### src/rtl/gpio_port_pkg.sv
// Shared definitions for the GPIO port: the register address map.
// Assumes a two-bit word address; the pin address is read-only.
package gpio_port_pkg;

    typedef enum logic [1:0] {
        REG_DIR  = 2'd0,
        REG_DATA = 2'd1,
        REG_PULL = 2'd2,
        REG_PIN  = 2'd3
    } gpio_reg_e;

endpackage

### src/rtl/gpio_port_regs.sv
// Configuration registers of the port: direction, output data and, when
// present, pull-up. Writes are single-cycle strobes. The reset is synchronous
// and active low. When RETAIN is set and the reset cause is a watchdog
// overflow, the registers hold their contents instead of clearing.
module gpio_port_regs
    import gpio_port_pkg::*;
#(
    parameter int WIDTH   = 8,
    parameter bit RETAIN  = 1'b1,
    parameter bit HAS_PCR = 1'b1
) (
    input  logic             clk,
    input  logic             rst_n,
    input  logic             rst_wdt,
    input  logic             wr,
    input  logic [1:0]       addr,
    input  logic [WIDTH-1:0] wdata,
    output logic [WIDTH-1:0] dir_q,
    output logic [WIDTH-1:0] data_q,
    output logic [WIDTH-1:0] pull_q
);

    logic keep_state;

    // Decide whether the current reset must spare the registers.
    always_comb keep_state = RETAIN && rst_wdt;

    // Direction and data registers with reset classification.
    always_ff @(posedge clk) begin
        if (!rst_n) begin
            if (!keep_state) begin
                dir_q  <= '0;
                data_q <= '0;
            end
        end else if (wr) begin
            if (addr == REG_DIR)  dir_q  <= wdata;
            if (addr == REG_DATA) data_q <= wdata;
        end
    end

    generate
        if (HAS_PCR) begin : g_pcr
            // Separate pull-up register, reset in the same way.
            always_ff @(posedge clk) begin
                if (!rst_n) begin
                    if (!keep_state) pull_q <= '0;
                end else if (wr && addr == REG_PULL) begin
                    pull_q <= wdata;
                end
            end
        end else begin : g_no_pcr
            assign pull_q = '0;
        end
    endgenerate

endmodule

### src/rtl/gpio_sync2.sv
// Two-flop synchronizer for a vector of asynchronous pad levels.
// Assumes each bit is independent; no bus coherency across bits is implied.
module gpio_sync2 #(
    parameter int WIDTH = 8
) (
    input  logic             clk,
    input  logic             rst_n,
    input  logic [WIDTH-1:0] d,
    output logic [WIDTH-1:0] q
);

    logic [WIDTH-1:0] meta;

    // Two register stages clearing on any reset.
    always_ff @(posedge clk) begin
        if (!rst_n) begin
            meta <= '0;
            q    <= '0;
        end else begin
            meta <= d;
            q    <= meta;
        end
    end

endmodule

### src/rtl/gpio_debounce.sv
// Per-pin debounce filter. A shared prescaler gives one sample tick every
// TICK_DIV clocks. A masked pin's output moves to a new level once COUNT
// consecutive ticks have seen that level. Unmasked pins pass straight through.
// Assumes the input is already synchronized, and TICK_DIV >= 2, COUNT >= 1.
module gpio_debounce #(
    parameter int          WIDTH    = 8,
    parameter logic [WIDTH-1:0] MASK = 8'hF0,
    parameter int          COUNT    = 4,
    parameter int          TICK_DIV = 4
) (
    input  logic             clk,
    input  logic             rst_n,
    input  logic [WIDTH-1:0] d,
    output logic [WIDTH-1:0] q
);

    localparam int CW = $clog2(COUNT + 1);
    localparam int TW = $clog2(TICK_DIV);
    localparam logic [CW-1:0] CNT_MAX  = CW'(COUNT);
    localparam logic [TW-1:0] TICK_TOP = TW'(TICK_DIV - 1);

    logic [TW-1:0] presc;
    logic          tick;

    // Prescaler generating the shared sample tick.
    always_ff @(posedge clk) begin
        if (!rst_n)              presc <= '0;
        else if (presc == TICK_TOP) presc <= '0;
        else                     presc <= presc + 1'b1;
    end

    always_comb tick = (presc == TICK_TOP);

    genvar i;
    generate
        for (i = 0; i < WIDTH; i++) begin : g_pin
            if (MASK[i]) begin : g_filt
                logic          last;
                logic [CW-1:0] run;
                logic [CW-1:0] run_next;
                logic          q_r;

                // Length of the run of equal samples after this tick.
                always_comb begin
                    if (d[i] != last)      run_next = CW'(1);
                    else if (run == CNT_MAX) run_next = CNT_MAX;
                    else                   run_next = run + 1'b1;
                end

                // Run tracking and output update on sample ticks.
                always_ff @(posedge clk) begin
                    if (!rst_n) begin
                        last <= 1'b0;
                        run  <= '0;
                        q_r  <= 1'b0;
                    end else if (tick) begin
                        last <= d[i];
                        run  <= run_next;
                        if (run_next == CNT_MAX) q_r <= d[i];
                    end
                end

                assign q[i] = q_r;
            end else begin : g_pass
                assign q[i] = d[i];
            end
        end
    endgenerate

endmodule

### src/rtl/gpio_retain_port.sv
// GPIO port top level. It joins the configuration registers, the pad input
// synchronizer and the debounce filter. It drives the pad controls and
// decodes bus reads. Assumes a synchronous active-low reset, and that
// rst_wdt gives the reset cause while rst_n is low.
module gpio_retain_port
    import gpio_port_pkg::*;
#(
    parameter int               WIDTH     = 8,
    parameter bit               RETAIN    = 1'b1,
    parameter bit               PULL_MODE = 1'b0,
    parameter logic [WIDTH-1:0] DEB_MASK  = 8'hF0,
    parameter int               DEB_COUNT = 4,
    parameter int               TICK_DIV  = 4
) (
    input  logic             clk,
    input  logic             rst_n,
    input  logic             rst_wdt,
    input  logic             bus_wr,
    input  logic [1:0]       bus_addr,
    input  logic [WIDTH-1:0] bus_wdata,
    output logic [WIDTH-1:0] bus_rdata,
    input  logic [WIDTH-1:0] pad_in,
    output logic [WIDTH-1:0] pad_out,
    output logic [WIDTH-1:0] pad_oe,
    output logic [WIDTH-1:0] pad_pu
);

    localparam bit HAS_PCR = !PULL_MODE;

    logic [WIDTH-1:0] dir_q, data_q, pull_q;
    logic [WIDTH-1:0] pin_sync, pin_clean, pin_view, pu_src;

    gpio_port_regs #(
        .WIDTH(WIDTH), .RETAIN(RETAIN), .HAS_PCR(HAS_PCR)
    ) u_regs (
        .clk(clk), .rst_n(rst_n), .rst_wdt(rst_wdt),
        .wr(bus_wr), .addr(bus_addr), .wdata(bus_wdata),
        .dir_q(dir_q), .data_q(data_q), .pull_q(pull_q)
    );

    gpio_sync2 #(.WIDTH(WIDTH)) u_sync (
        .clk(clk), .rst_n(rst_n), .d(pad_in), .q(pin_sync)
    );

    gpio_debounce #(
        .WIDTH(WIDTH), .MASK(DEB_MASK), .COUNT(DEB_COUNT), .TICK_DIV(TICK_DIV)
    ) u_deb (
        .clk(clk), .rst_n(rst_n), .d(pin_sync), .q(pin_clean)
    );

    generate
        if (PULL_MODE) begin : g_pu_data
            assign pu_src = data_q;
        end else begin : g_pu_reg
            assign pu_src = pull_q;
        end
    endgenerate

    // Pad controls: pull-up allowed only on pins in input mode.
    always_comb begin
        pad_out = data_q;
        pad_oe  = dir_q;
        pad_pu  = ~dir_q & pu_src;
    end

    // Pin view: output pins echo their data bit, inputs show the filtered pad.
    always_comb pin_view = (dir_q & data_q) | (~dir_q & pin_clean);

    // Read data decode.
    always_comb begin
        case (bus_addr)
            REG_DIR:  bus_rdata = dir_q;
            REG_DATA: bus_rdata = data_q;
            REG_PULL: bus_rdata = pull_q;
            default:  bus_rdata = pin_view;
        endcase
    end

endmodule

### config.mk
export PLATFORM = sky130hd
export DESIGN_NAME = gpio_retain_port
export DESIGN_NICKNAME = d
export VERILOG_FILES = /design/src/rtl/gpio_port_pkg.sv /design/src/rtl/gpio_port_regs.sv /design/src/rtl/gpio_sync2.sv /design/src/rtl/gpio_debounce.sv /design/src/rtl/gpio_retain_port.sv
export SDC_FILE = /design/constraint.sdc
export NUM_CORES = 1
export LEC_CHECK = 0
export BUFFER_PORTS_ARGS = -buffer_cell sky130_fd_sc_hd__buf_2
export CAP_MARGIN = 10
export CORE_ASPECT_RATIO = 0.9
export CORE_MARGIN = 5
export CORE_UTILIZATION = 54
export DETAILED_ROUTE_END_ITERATION = 10
export GPL_ROUTABILITY_DRIVEN = 0
export PLACE_DENSITY = 0.78
export SETUP_SLACK_MARGIN = 0.05
export SLEW_MARGIN = 20
export SYNTH_ARGS = -nofsm -noshare
export SYNTH_HDL_FRONTEND = slang
export SYNTH_SLANG_ARGS = --single-unit
### constraint.sdc
create_clock -name clk -period 2.1 [get_ports clk]
set_input_delay 0.525 -clock clk [delete_from_list [all_inputs] [get_ports clk]]
set_output_delay 0.525 -clock clk [all_outputs]
set_load 0.02 [all_outputs]
* Word level (Yosys, flattened, before mapping)
Cells that the tools add are included.
** Storage, ports and cells
- Register bits after elaboration :: 62
- Bits of input ports :: 22
- Output and inout bits :: 32
- Logic and storage cells :: 77
** Cells by class
- Add/sub/neg operators :: 5
- Eq/ne operators :: 20
- Multiplexer cells :: 18
- Bitwise logic cells :: 6
- Reductions and logical operators :: 10
** Operators with widths (count)
- 8-bit 2-to-1 mux :: 9
- 8-bit AND :: 3
- 3-bit equality test (second input constant) :: 8
- 3-bit 2-to-1 mux :: 8
- 8-bit one-hot mux with 3 select lines :: 1
- 3-bit by 1-bit adder with 3-bit output (second input constant) :: 4
- 2-bit AND reduction :: 5
- 2-bit by 1-bit inequality test with 1-bit output (second input constant) :: 4
- 8-bit NOT :: 1
- 8-bit OR :: 1
- 3-bit AND reduction :: 2
- 2-bit equality test (second input constant) :: 2
- 1-bit inequality test :: 4
- 2-bit by 1-bit adder with 2-bit output (second input constant) :: 1
- 2-bit by 1-bit equality test with 1-bit output (second input constant) :: 1
- 2-bit logical NOT :: 1
- 2-bit inequality test (second input constant) :: 1
- 2-bit OR reduction :: 1
- 1-bit logical AND :: 1
- 1-bit NOT :: 1

* Logic depth before layout (Yosys ltp)
Gate-level depths: netlist of run 1.
- Word-level depth :: 5
- Depth in mapped cells :: 6
- Mapped depth without buffers :: 6

* By module
Synthesis of run 1 repeated with hierarchy kept, for this count alone.
** Second synthesis, totals
- Cell total of the unflattened synthesis :: 244
- Area total of the unflattened synthesis :: 2830.2 um^2
** By module, submodules not included
- gpio_debounce :: instances 1, cells an instance 128, area an instance 1199.9 um^2, seq. area each 440.4 um^2
- gpio_port_regs :: instances 1, cells an instance 39, area an instance 813.3 um^2, seq. area each 720.7 um^2
- gpio_sync2 :: instances 1, cells an instance 33, area an instance 446.7 um^2, seq. area each 320.3 um^2
- gpio_retain_port :: instances 1, cells an instance 44, area an instance 370.4 um^2, seq. area each 0.0 um^2

* Least setup slack after synthesis of run 1
No wires, ideal clock.
- Path type :: input-to-reg
- From :: input port bus_addr[1]
- To :: register u_regs.data_q[0] (enable)
- Library setup time :: 0.388 ns
- Arrival :: 1.503 ns
- Data required time :: 1.712 ns
- Setup slack :: 0.210 ns
- Cell stages on the path :: 2
- Buffers on the path :: 1
- Path through :: clkbuf_1 -> o32ai_1
** Between the ends
- Longest elaborated chain between the ends :: 3
** Ends and longest elaborated chain
- from (decl) :: line gpio_retain_port.sv:19 : input logic [1:0] bus_addr,
- 2-bit by 1-bit equality test with 1-bit output :: line gpio_port_regs.sv:37 : if (addr == REG_DATA) data_q <= wdata;
- 2-bit by 1-bit inequality test with 1-bit output (no source line)
- 3-bit AND reduction (no source line)
- to (signal assigned) :: line gpio_port_regs.sv:37
- to (decl) :: line gpio_port_regs.sv:19 : output logic [WIDTH-1:0] data_q,
Every way passes these cells.
A chain may end at the register's enable or synchronous reset.

* Worst setup path after layout of run 1
- From :: input port bus_addr[0]
- To :: output port bus_rdata[7]
** Between the ends
- Longest elaborated chain between the ends :: 2
- Elaborated cells on any way between the ends :: 4
- Classes of those cells :: eq/ne: 2; mux: 1; reduce/logical: 1
** Ends and longest elaborated chain
- 2-bit equality test, or another cell as far along :: line gpio_retain_port.sv:71 : case (bus_addr)
- 8-bit one-hot mux with 3 select lines (*) :: line gpio_retain_port.sv:71
- to (decl) :: line gpio_retain_port.sv:21 : output logic [WIDTH-1:0] bus_rdata,
Every way passes the cells marked *; elsewhere a longest branch is shown, timed or not.

==> metrics.md, run 1 <==
| Metric | Value |
|---|---|
| Status | `completed` |
| Period minus WS final | `2.00 ns` |
| Cell count along the critical path | `6` |
| Fmax | `0.501 GHz` |
| Worst slew pin tran | `0.708 ns` |
| TritonCTS clock tree | `yes` |
| VDD IR-drop max | `0.000603 V` |
| Post-synth EDFFs | `24` |
| Clock latency on the worst-skew pair | `0.34 ns` |
| Worst path top cell family by delay | `simple AND/OR/NAND/NOR gates` |
| Critical Path RT | `1.57 ns` |
| H-tree depth | `3` |
| # rows | `24` |
| Cell area after synthesis | `2750 um^2` |
| CP Buf/Inv Count | `3` |
| Reg2reg end | `u_deb.g_pin[7].g_filt.q_r` |
| Area leader, netlist | `dfxtp_1` |
| Overall die width | `85.3 um` |
| #FFs+latches synth | `62` |
| DP Worst Slack | `0.122 ns` |
| Crit path cell chain | `buf_2, inv_2, or3_1, o21ai_0, a21oi_1, buf_2` |
| CTS Buffer Depth | `2` |
| Final Hold Vio Count | `0` |
| Main synth FF type | `dfxtp_1` |
| WL/cell | `13.9 um` |
| Final worst slack | `0.103 ns` |
| Layout cell share with drive strength beyond 1 | `26.3%` |
| Crit end category | `output port` |
| GRT Overall Usage | `17.7%` |
| Reg2reg setup slack | `0.53 ns` |
| Initial antenna violation count | `0` |
| Vias in the first global route | `2063` |
| Critical path capture point | `bus_rdata[7]` |
| First-pass GRT wire length | `9300 um` |
| Die area | `6630 um^2` |
| IO Count | `54` |
| Cts repair resizes | `0` |
| Largest net degree at the start of global routing | `37` |
| Post-synth top cells | `dfxtp_1, and2_1, nand2_1` |
| Final WL | `5660 um` |
| Port bufs | `53` |
| Worst min-delay path class | `in -> reg` |
| Hpwl dp | `4030 um` |
| Total gr overflow | `0` |
| Synth top area share | `27.6%` |
| CTS clock-pin slew for the worst setup and hold paths | `0.07 ns` |
| Power density over the cells | `816 nW/um^2` |
| Synthesized area per cell | `10.2 um^2` |
| Synthesis-to-layout area growth | `22.0%` |
| Startpoint types | `input port` |
| Worst Hold Depth | `2` |
| Number of CTS-inserted buffers | `9` |
| Die Span Y | `77.7 um` |
| Starting density of the core | `56.2%` |
| Core area | `4890 um^2` |
| Largest stage delay, worst path | `0.38 ns` |
| Iteration-0 DRC Markers | `168` |
| Critical Path AT | `1.47 ns` |
| CP max-delay cell | `or3_1` |
| Synth Warn # | `0` |
| Vias/cell | `5.22` |
| Max Cap Viol | `0` |
| RSZ-0062 raised after global routing | `true` |
| DRT Pass-1 Iters | `4` |
| Final setup violation count | `0` |
| Top-count cell post-synth | `dfxtp_1` |
| CP most frequent cell | `buf_2` |
| Clk sinks | `62` |
| Leakage | `1.37 nW` |
| Launch point of the critical path | `bus_addr[0]` |
| Setup TNS | `0 ns` |
| Detail Route Antenna Nets | `0` |
| Post-synth cell types | `40` |
| R2R depth | `5` |
| Post-Syn Instances | `269` |
| Worst reg2reg path startpoint | `u_deb.presc[0]` |
| Async S/R FF share, synth | `0%` |
| Nets | `368` |
| Top post-synthesis cells by area | `dfxtp_1, edfxtp_1, and2_1` |
| DRC errors left | `0` |
| Sequential area share after synthesis | `53.8%` |
| Max-slew headroom | `52.6%` |
| Root buffer cell | `clkbuf_8` |
| Post-Syn Nets | `300` |
| Crit Path Max Fanout | `13` |
| Ant diodes | `0` |
| Final period utilization | `95.1%` |
| Vias after detailed routing | `2123` |
| Crit path kind | `in -> out` |
| Final Max Tran Viols | `0` |
| Clk_skew | `0.00377 ns` |
[area by class of cell]
cell class | instances | area (um^2)
fillers | 356 | 1540
flip-flops and latches | 62 | 1480
multi-input cells | 183 | 1160
repair buffers | 70 | 393
clock buffers | 10 | 149
well taps | 65 | 81.3
clock inverters | 6 | 50.0
inverters | 11 | 41.3
[where the power goes]
group          switching (mW)  total (mW)  internal, mW
combinational           0.227       0.377         0.150
sequential             0.0384        1.36          1.32
clock                   0.490        1.00         0.514
total                   0.756        2.74          1.99
[stage by stage]
stage                     power [mW]  hold slack, ns  std cells  area, um^2  utilization (%)
after floorplan                 1.62           0.403        269        2750                -
after global placement          1.74           0.415        385        3110             63.6
after detailed placement        1.75           0.420        385        3110             63.6
after CTS                       2.76           0.370        401        3310             67.7
after global routing            2.87           0.376        407        3360             68.6
final                           2.74           0.386        407        3360             68.6
[what timing repair did]
action                                 in CTS  in global routing
hold buffers                                0                  0
endpoints found under the hold margin       0                  0
buffers inserted                            0                  6
setup endpoints to repair                   0                  4
[worst min path at each step]
stage,startpoint,endpoint
floorplan,u_deb.presc[0],u_deb.presc[0]
global placement,u_sync.meta[1],u_sync.q[1]
detailed placement,u_sync.meta[3],u_sync.q[3]
CTS,pad_in[1],u_sync.meta[1]
global route,pad_in[7],u_sync.meta[7]
finish,pad_in[2],u_sync.meta[2]
[logic make-up (layout without fill, tap and decap cells)]
logic type	Yosys count	in the layout	share of synthesized area, %
compound gates	66	66	14.6
xor+xnor	6	6	1.91
fa+ha+maj	9	9	4.09
flops	62	62	53.8
simple gates	97	97	19.8
mux	5	5	1.82
buf+inv	24	97	3.95
[flip-flops by register name, indices dropped and copies added, names as in the netlist]
signal and count:
u_sync.meta 8, u_deb.g_pin.g_filt.run 12, u_regs.pull_q 8, u_regs.data_q 8
u_deb.presc 2, u_deb.g_pin.g_filt.q_r 4, u_sync.q 8, u_deb.g_pin.g_filt.last 4
u_regs.dir_q 8
[per-layer routing]
layer,vias to the layer above,GRT usage (%),wire length (um)
met2,55,30.1,2840
met3,10,5.61,295
met1,972,20.8,2440
met4,0,6.65,89
met5,-,0,0
li1,1086,-,-
[worst reg2reg max path: stages (launching register included)]
cell and delay [ns]:
dfxtp_1 0.34, ha_1 0.32, buf_4 0.27, nand2b_1 0.10, o311ai_0 0.32, nand3_1 0.12
[cell usage in the layout (no fill, tap or decap), types with 2 or more instances in the layout]
cell | synthesis | routed
nor2_1 | 6 | 6
xor2_1 | 2 | 2
inv_6 | 0 | 2
buf_2 | 3 | 53
dfxtp_1 | 38 | 38
nor2b_1 | 16 | 16
mux2i_1 | 5 | 5
buf_4 | 2 | 17
edfxtp_1 | 24 | 24
a21oi_1 | 21 | 21
and2_1 | 28 | 28
or3_1 | 7 | 7
a31oi_1 | 2 | 2
nand3_1 | 2 | 2
inv_1 | 9 | 9
inv_2 | 2 | 2
o21ai_0 | 22 | 22
o211ai_1 | 5 | 5
xnor2_1 | 4 | 4
nand4_1 | 2 | 2
o32ai_1 | 4 | 4
nand2_1 | 25 | 25
nand3b_1 | 3 | 3
ha_1 | 9 | 9
and3b_1 | 4 | 4
o22ai_1 | 3 | 3
clkbuf_8 | 0 | 9
clkinv_4 | 0 | 3
(Power assumes the default switching activity.)
==> run 2, diff against run 1 <==
CORE_ASPECT_RATIO = unset   (was 0.9)
clock period = 1.89 ns   (was 2.1 ns; I/O delays follow)
==> run 2 against run 1 <==
Net effect: the flow now finishes with violations (setup timing); die area hardly changed; wire length grew 7.5%; first-iteration DRC count down 21%; via count grew 3.3%; sequential share of layout area is 1.4 points lower; flip-flop and latch count is the same; utilization up 0.25 points; cell area up 3.4%; cell count grew 3.2%; clock power rose by 25%; largest power group unchanged.
==> metrics.md, run 2 (synthesis results as in run 1) <==
| Metric | Value |
|---|---|
| Vias/cell | `5.22 (about the same)` |
| Fin cells | `420 (was 407)` |
| CP Buf/Inv Count | `1 (was 3)` |
| CTS clock-pin slew for the worst setup and hold paths | `0.07 ns (about the same)` |
| Final worst slack | `-0.0377 ns (was 0.103 ns)` |
| Clk_skew | `0.00790 ns (was 0.00377 ns)` |
| Nets | `376 (was 368)` |
| Final WL | `6090 um (was 5660 um)` |
| Detail Route Antenna Nets | `0 (unchanged)` |
| Initial antenna violation count | `0 (unchanged)` |
| Crit Path Max Fanout | `4 (was 13)` |
| Number of CTS-inserted buffers | `9 (unchanged)` |
| Die area | `6630 um^2 (about the same)` |
| Final setup violation count | `1 (was 0)` |
| Critical Path RT | `1.42 ns (was 1.57 ns)` |
| WL/cell | `14.5 um (was 13.9 um)` |
| Iteration-0 DRC Markers | `132 (was 168)` |
| Post-DP Area | `3130 um^2 (was 3110 um^2)` |
| Clk sinks | `62 (unchanged)` |
| Final Cell Area | `3470 um^2 (was 3360 um^2)` |
| Met2 wire len | `3060 um (was 2840 um)` |
| WL met1 | `2540 um (was 2440 um)` |
| # rows | `26 (was 24)` |
| Die Span Y | `81.4 um (was 77.7 um)` |
| Period minus WS final | `1.93 ns` |
| Hold Slack | `0.344 ns (was 0.386 ns)` |
| Worst path top cell family by delay | `flip-flops (was simple AND/OR/NAND/NOR gates)` |
| Setup TNS | `-0.0377 ns (was 0 ns)` |
| RSZ-0062 raised after global routing | `true (unchanged)` |
| Largest stage delay, worst path | `0.42 ns (was 0.38 ns)` |
| Met3 wire length | `392 um (was 295 um)` |
| Worst min-delay path class | `in -> reg (unchanged)` |
| Total gr overflow | `0 (unchanged)` |
| Overall die width | `81.4 um (was 85.3 um)` |
| Starting density of the core | `54.6% (was 56.2%)` |
| Most frequent cells in the layout | `buf_2, dfxtp_1, buf_4 (was buf_2, dfxtp_1, and2_1)` |
| Status | `finished with violations (was completed)` |
| Worst slew pin tran | `0.441 ns (was 0.708 ns)` |
| Power density over the cells | `931 nW/um^2 (was 816 nW/um^2)` |
| Most common cell after layout, fill and taps aside | `buf_2 (unchanged)` |
| Hold_buf cts | `0 (unchanged)` |
| Hpwl dp | `3870 um (was 4030 um)` |
| Synthesis-to-layout area growth | `26.1% (was 22.0%)` |
| Critical Path AT | `1.46 ns (was 1.47 ns)` |
| IO Count | `54 (unchanged)` |
| Port bufs | `53 (unchanged)` |
| Core area | `5040 um^2 (was 4890 um^2)` |
| Layout cell share with drive strength beyond 1 | `28.3% (was 26.3%)` |
| Max reg flops | `12 (unchanged)` |
| Clock latency on the worst-skew pair | `0.33 ns (was 0.34 ns)` |
| Final Max Tran Viols | `0 (unchanged)` |
| TritonCTS clock tree | `yes (unchanged)` |
| Total Power | `3.23 mW (was 2.74 mW)` |
| Max Cap Viol | `0 (unchanged)` |
| DRT Pass-1 Iters | `4 (unchanged)` |
| Crit path kind | `reg -> out (was in -> out)` |
| Crit path cell chain | `or3_1, o21ai_1, a21oi_1, buf_2 (was buf_2, inv_2, or3_1, o21ai_0, a21oi_1, buf_2)` |
| DRC errors left | `0 (unchanged)` |
| Final core utilization | `68.9% (was 68.6%)` |
| CP max-delay cell | `edfxtp_1 (was or3_1)` |
| DP Worst Slack | `0.0600 ns (was 0.122 ns)` |
| VDD IR-drop max | `0.000771 V (was 0.000603 V)` |
| Ant diodes | `0 (unchanged)` |
| Vias in the first global route | `2059 (was 2063)` |
| Crit end category | `output port (unchanged)` |
| DP Cell Count | `390 (was 385)` |
| Max-slew headroom | `70.5% (was 52.6%)` |
| Final period utilization | `102%` |
| GRT Overall Usage | `18.8% (was 17.7%)` |
| Root buffer cell | `clkbuf_8 (unchanged)` |
| Startpoint types | `flop (was input port)` |
| Leakage | `1.42 nW (was 1.37 nW)` |
| CTS Buffer Depth | `2 (unchanged)` |
| Largest Register | `u_deb.g_pin.g_filt.run (unchanged)` |
| Max Used Layer | `met4 (unchanged)` |
| Vias after detailed routing | `2193 (was 2123)` |
| Final Hold Vio Count | `0 (unchanged)` |
| Failing checks | `setup timing` |
| Largest net degree at the start of global routing | `48 (was 37)` |
| First-pass GRT wire length | `9340 um (was 9300 um)` |
| Fmax | `0.519 GHz` |
| H-tree depth | `3 (unchanged)` |
-- run 2: cell types whose count changed in the layout (fill, tap and decap cells not counted), sizes merged --
| cell | delta |
|---|---|
| clkinvlp | +1 |
| buf | +8 |
| bufinv | +2 |
| inv | -3 |
-- run 2: path summary, 6_finish.rpt --
path,startpoint,endpoint,cells after the start,slack [ns]
worst max-delay path,u_regs.dir_q[7],bus_rdata[7],4,-0.04
worst min-delay path,pad_in[0],u_sync.meta[0],2,0.34
worst max register to register,u_deb.presc[0],u_deb.g_pin[7].g_filt.q_r,5,0.30
worst min register to register,u_deb.presc[0],u_deb.presc[0],1,0.43
-- run 2: power breakdown --
group / switching [mW] / internal, mW
combinational: 0.267 / 0.196
clock: 0.514 / 0.740
sequential: 0.0446 / 1.47
total: 0.826 / 2.41
-- run 2: repair_timing --
item	CTS	global route
buffers inserted	11	3
resized for setup	14	3
endpoints found under the hold margin	0	0
cloned	0	0
pin swaps	5	1
endpoints found under the setup margin	6	8
-- run 2: layer usage --
| layer | vias up | track usage (%) |
|---|---|---|
| met5 | - | 0 |
| met4 | 0 | 9.80 |
| met2 | 69 | 32.0 |
| met1 | 1019 | 21.4 |
| li1 | 1096 | - |
| met3 | 9 | 5.10 |
-- run 2: layout make-up --
| class | count | area (um^2) |
|---|---|---|
| inverters | 11 | 41.3 |
| repair buffers | 78 | 478 |
| flip-flops and latches | 62 | 1480 |
| well taps | 70 | 87.6 |
| clock inverters | 6 | 86.3 |
| fillers | 375 | 1570 |
| multi-input cells | 183 | 1170 |
| clock buffers | 10 | 128 |
==> run 3, diff against run 2 <==
CORE_ASPECT_RATIO = 1.75   (was unset)
==> run 3 against run 2 <==
Net effect: the run now ends clean; utilization is 0.096 points higher; wire length is 7.6% lower; clock-buffer cell count stayed put; cell count is 5.0% lower; critical path depth stayed put; sequential share of layout area is 0.50 points higher; hold slack worse by 0.0037 ns; clock skew is 0.00097 ns lower; flip-flop and latch count stayed put; critical path type unchanged; largest cell class unchanged.
==> metrics.md, run 3 (synthesis results as in run 1) <==
| Metric | Value |
|---|---|
| Status | `completed (was finished with violations)` |
| DRC errors left | `0 (unchanged)` |
| Max reg flops | `12 (unchanged)` |
| Most frequent cells in the layout | `buf_2, dfxtp_1, and2_1 (was buf_2, dfxtp_1, buf_4)` |
| R2R depth | `5 (unchanged)` |
| WL/cell | `14.1 um (was 14.5 um)` |
| Vias/cell | `5.37 (was 5.22)` |
| DP Worst Slack | `0.0701 ns (was 0.0600 ns)` |
| Max-slew headroom | `77.9% (was 70.5%)` |
| Synthesis-to-layout area growth | `24.7% (was 26.1%)` |
| Final Max Tran Viols | `0 (unchanged)` |
| DRT Pass-1 Iters | `4 (unchanged)` |
| Clock latency on the worst-skew pair | `0.33 ns (about the same)` |
| Final period utilization | `98.3% (was 102%)` |
| Startpoint types | `flop (unchanged)` |
| H-tree depth | `3 (unchanged)` |
| First-pass GRT wire length | `9100 um (was 9340 um)` |
| Vias after detailed routing | `2141 (was 2193)` |
| TritonCTS clock tree | `yes (unchanged)` |
| Worst slew pin tran | `0.331 ns (was 0.441 ns)` |
| Period minus WS final | `1.86 ns (was 1.93 ns)` |
| Reg2reg end | `u_deb.g_pin[4].g_filt.q_r (was u_deb.g_pin[7].g_filt.q_r)` |
| Initial antenna violation count | `0 (unchanged)` |
| Final Hold Vio Count | `0 (unchanged)` |
| Crit end category | `output port (unchanged)` |
| Worst Hold Depth | `2 (unchanged)` |
| Worst reg2reg path startpoint | `u_deb.presc[0] (unchanged)` |
| CP Buf/Inv Count | `1 (unchanged)` |
| Layout cell share with drive strength beyond 1 | `27.8% (was 28.3%)` |
| Vias in the first global route | `2020 (was 2059)` |
| Clk sinks | `62 (unchanged)` |
| CP max-delay cell | `edfxtp_1 (unchanged)` |
| Largest stage delay, worst path | `0.42 ns (about the same)` |
| Leakage | `1.40 nW (was 1.42 nW)` |
| Critical Path RT | `1.42 ns (about the same)` |
| Crit Path Max Fanout | `4 (unchanged)` |
| Number of CTS-inserted buffers | `9 (unchanged)` |
| Power density over the cells | `929 nW/um^2 (was 931 nW/um^2)` |
| Nets | `371 (was 376)` |
| GRT Overall Usage | `17.1% (was 18.8%)` |
| Worst min-delay path class | `in -> reg (unchanged)` |
| CTS Buffer Depth | `2 (unchanged)` |
| Die area | `6680 um^2 (was 6630 um^2)` |
| Ant diodes | `0 (unchanged)` |
| Port bufs | `53 (unchanged)` |
| Crit path kind | `reg -> out (unchanged)` |
| Reg2reg setup slack | `0.41 ns (was 0.30 ns)` |
| Fillers | `389 (was 375)` |
| Crit path cell chain | `or3_1, o21ai_1, a21oi_1, buf_4 (was or3_1, o21ai_1, a21oi_1, buf_2)` |
| Largest net degree at the start of global routing | `33 (was 48)` |
| Hold worst-path end | `u_sync.meta[1] (was u_sync.meta[0])` |
| Die Span Y | `104 um (was 81.4 um)` |
| Total gr overflow | `0 (unchanged)` |
| Clk_skew | `0.00693 ns (was 0.00790 ns)` |
| Total Power | `3.19 mW (was 3.23 mW)` |
| Final core utilization | `69.0% (was 68.9%)` |
| Worst path top cell family by delay | `flip-flops (unchanged)` |
| Overall die width | `64.0 um (was 81.4 um)` |
| IO Count | `54 (unchanged)` |
| Root buffer cell | `clkbuf_8 (unchanged)` |
| Detail Route Antenna Nets | `0 (unchanged)` |
| VDD IR-drop max | `0.000954 V (was 0.000771 V)` |
| Fmax | `0.538 GHz (was 0.519 GHz)` |
| Critical Path AT | `1.39 ns (was 1.46 ns)` |
| Final WL | `5630 um (was 6090 um)` |
| Hold_buf cts | `0 (unchanged)` |
| Hold Crit Start | `pad_in[1] (was pad_in[0])` |
| Iteration-0 DRC Markers | `74 (was 132)` |
| RSZ-0062 raised after global routing | `true (unchanged)` |
| Largest Register | `u_deb.g_pin.g_filt.run (unchanged)` |
| Hpwl dp | `3930 um (was 3870 um)` |
| Starting density of the core | `55.3% (was 54.6%)` |
| Final setup violation count | `0 (was 1)` |
| Core area | `4980 um^2 (was 5040 um^2)` |
| CTS clock-pin slew for the worst setup and hold paths | `0.07 ns (about the same)` |
| Max Cap Viol | `0 (unchanged)` |
| Final worst slack | `0.0316 ns (was -0.0377 ns)` |
| Most common cell after layout, fill and taps aside | `buf_2 (unchanged)` |
| # rows | `34 (was 26)` |
==> run 3: cell types whose count changed in the layout (fill, tap and decap cells not counted), sizes merged <==
cell / delta
buf: -6
inv: -1
clkinvlp: +2
==> run 3: where the power goes <==
part	internal, mW	switching [mW]
clock	0.740	0.488
sequential	1.47	0.0411
combinational	0.192	0.257
total	2.40	0.786
==> run 3: worst max-delay path by stage <==
stage / from / to / slack (ns) / cells after the start
after floorplan: bus_addr[1] / u_regs.data_q[0] / 0.05 / 2
after global placement: bus_addr[0] / bus_rdata[3] / 0.1 / 6
after detailed placement: bus_addr[0] / bus_rdata[2] / 0.07 / 6
after CTS: u_regs.dir_q[4] / bus_rdata[4] / 0.01 / 4
after global routing: u_regs.dir_q[5] / bus_rdata[5] / -0.07 / 4
final: u_regs.dir_q[4] / bus_rdata[4] / 0.03 / 4
==> run 3: stage by stage <==
| step | hold WS [ns] | std cells | instance area (um^2) | TNS, ns |
|---|---|---|---|---|
| final | 0.340 | 399 | 3430 | 0 |
| after global routing | 0.327 | 399 | 3430 | -0.180 |
| after CTS | 0.329 | 396 | 3370 | 0 |
| after detailed placement | 0.418 | 372 | 3090 | 0 |
| after global placement | 0.416 | 372 | 3090 | 0 |
| after floorplan | 0.403 | 269 | 2750 | 0 |
==> run 3: repair_timing <==
action | in CTS | in global routing
pin swaps | 3 | 2
endpoints found under the setup margin | 7 | 9
cloned | 0 | 1
setup buffers | 8 | 2
gates resized for setup | 11 | 16
==> run 3: routing by layer <==
layer	track usage (%)	routed length [um]	part of all wire, %	up-vias
met5	0	0	0	-
met4	6.54	112	2.0	0
met2	29.4	3000	53	55
met3	5.84	323	5.7	12
li1	-	-	-	1092
met1	18.7	2190	39	982
==> run 3: layout make-up <==
type                       instances  area, um^2  area share (%)
sequential                        62        1480            43.2
multi-input combinational        183        1180            34.3
clock buffer                      10         128            3.72
inverter                          11        45.0            1.31
clock inverter                     6        86.3            2.52
timing repair inverter             1        7.51           0.219
timing repair buffer              72         438            12.8
tap                               54        67.6            1.97
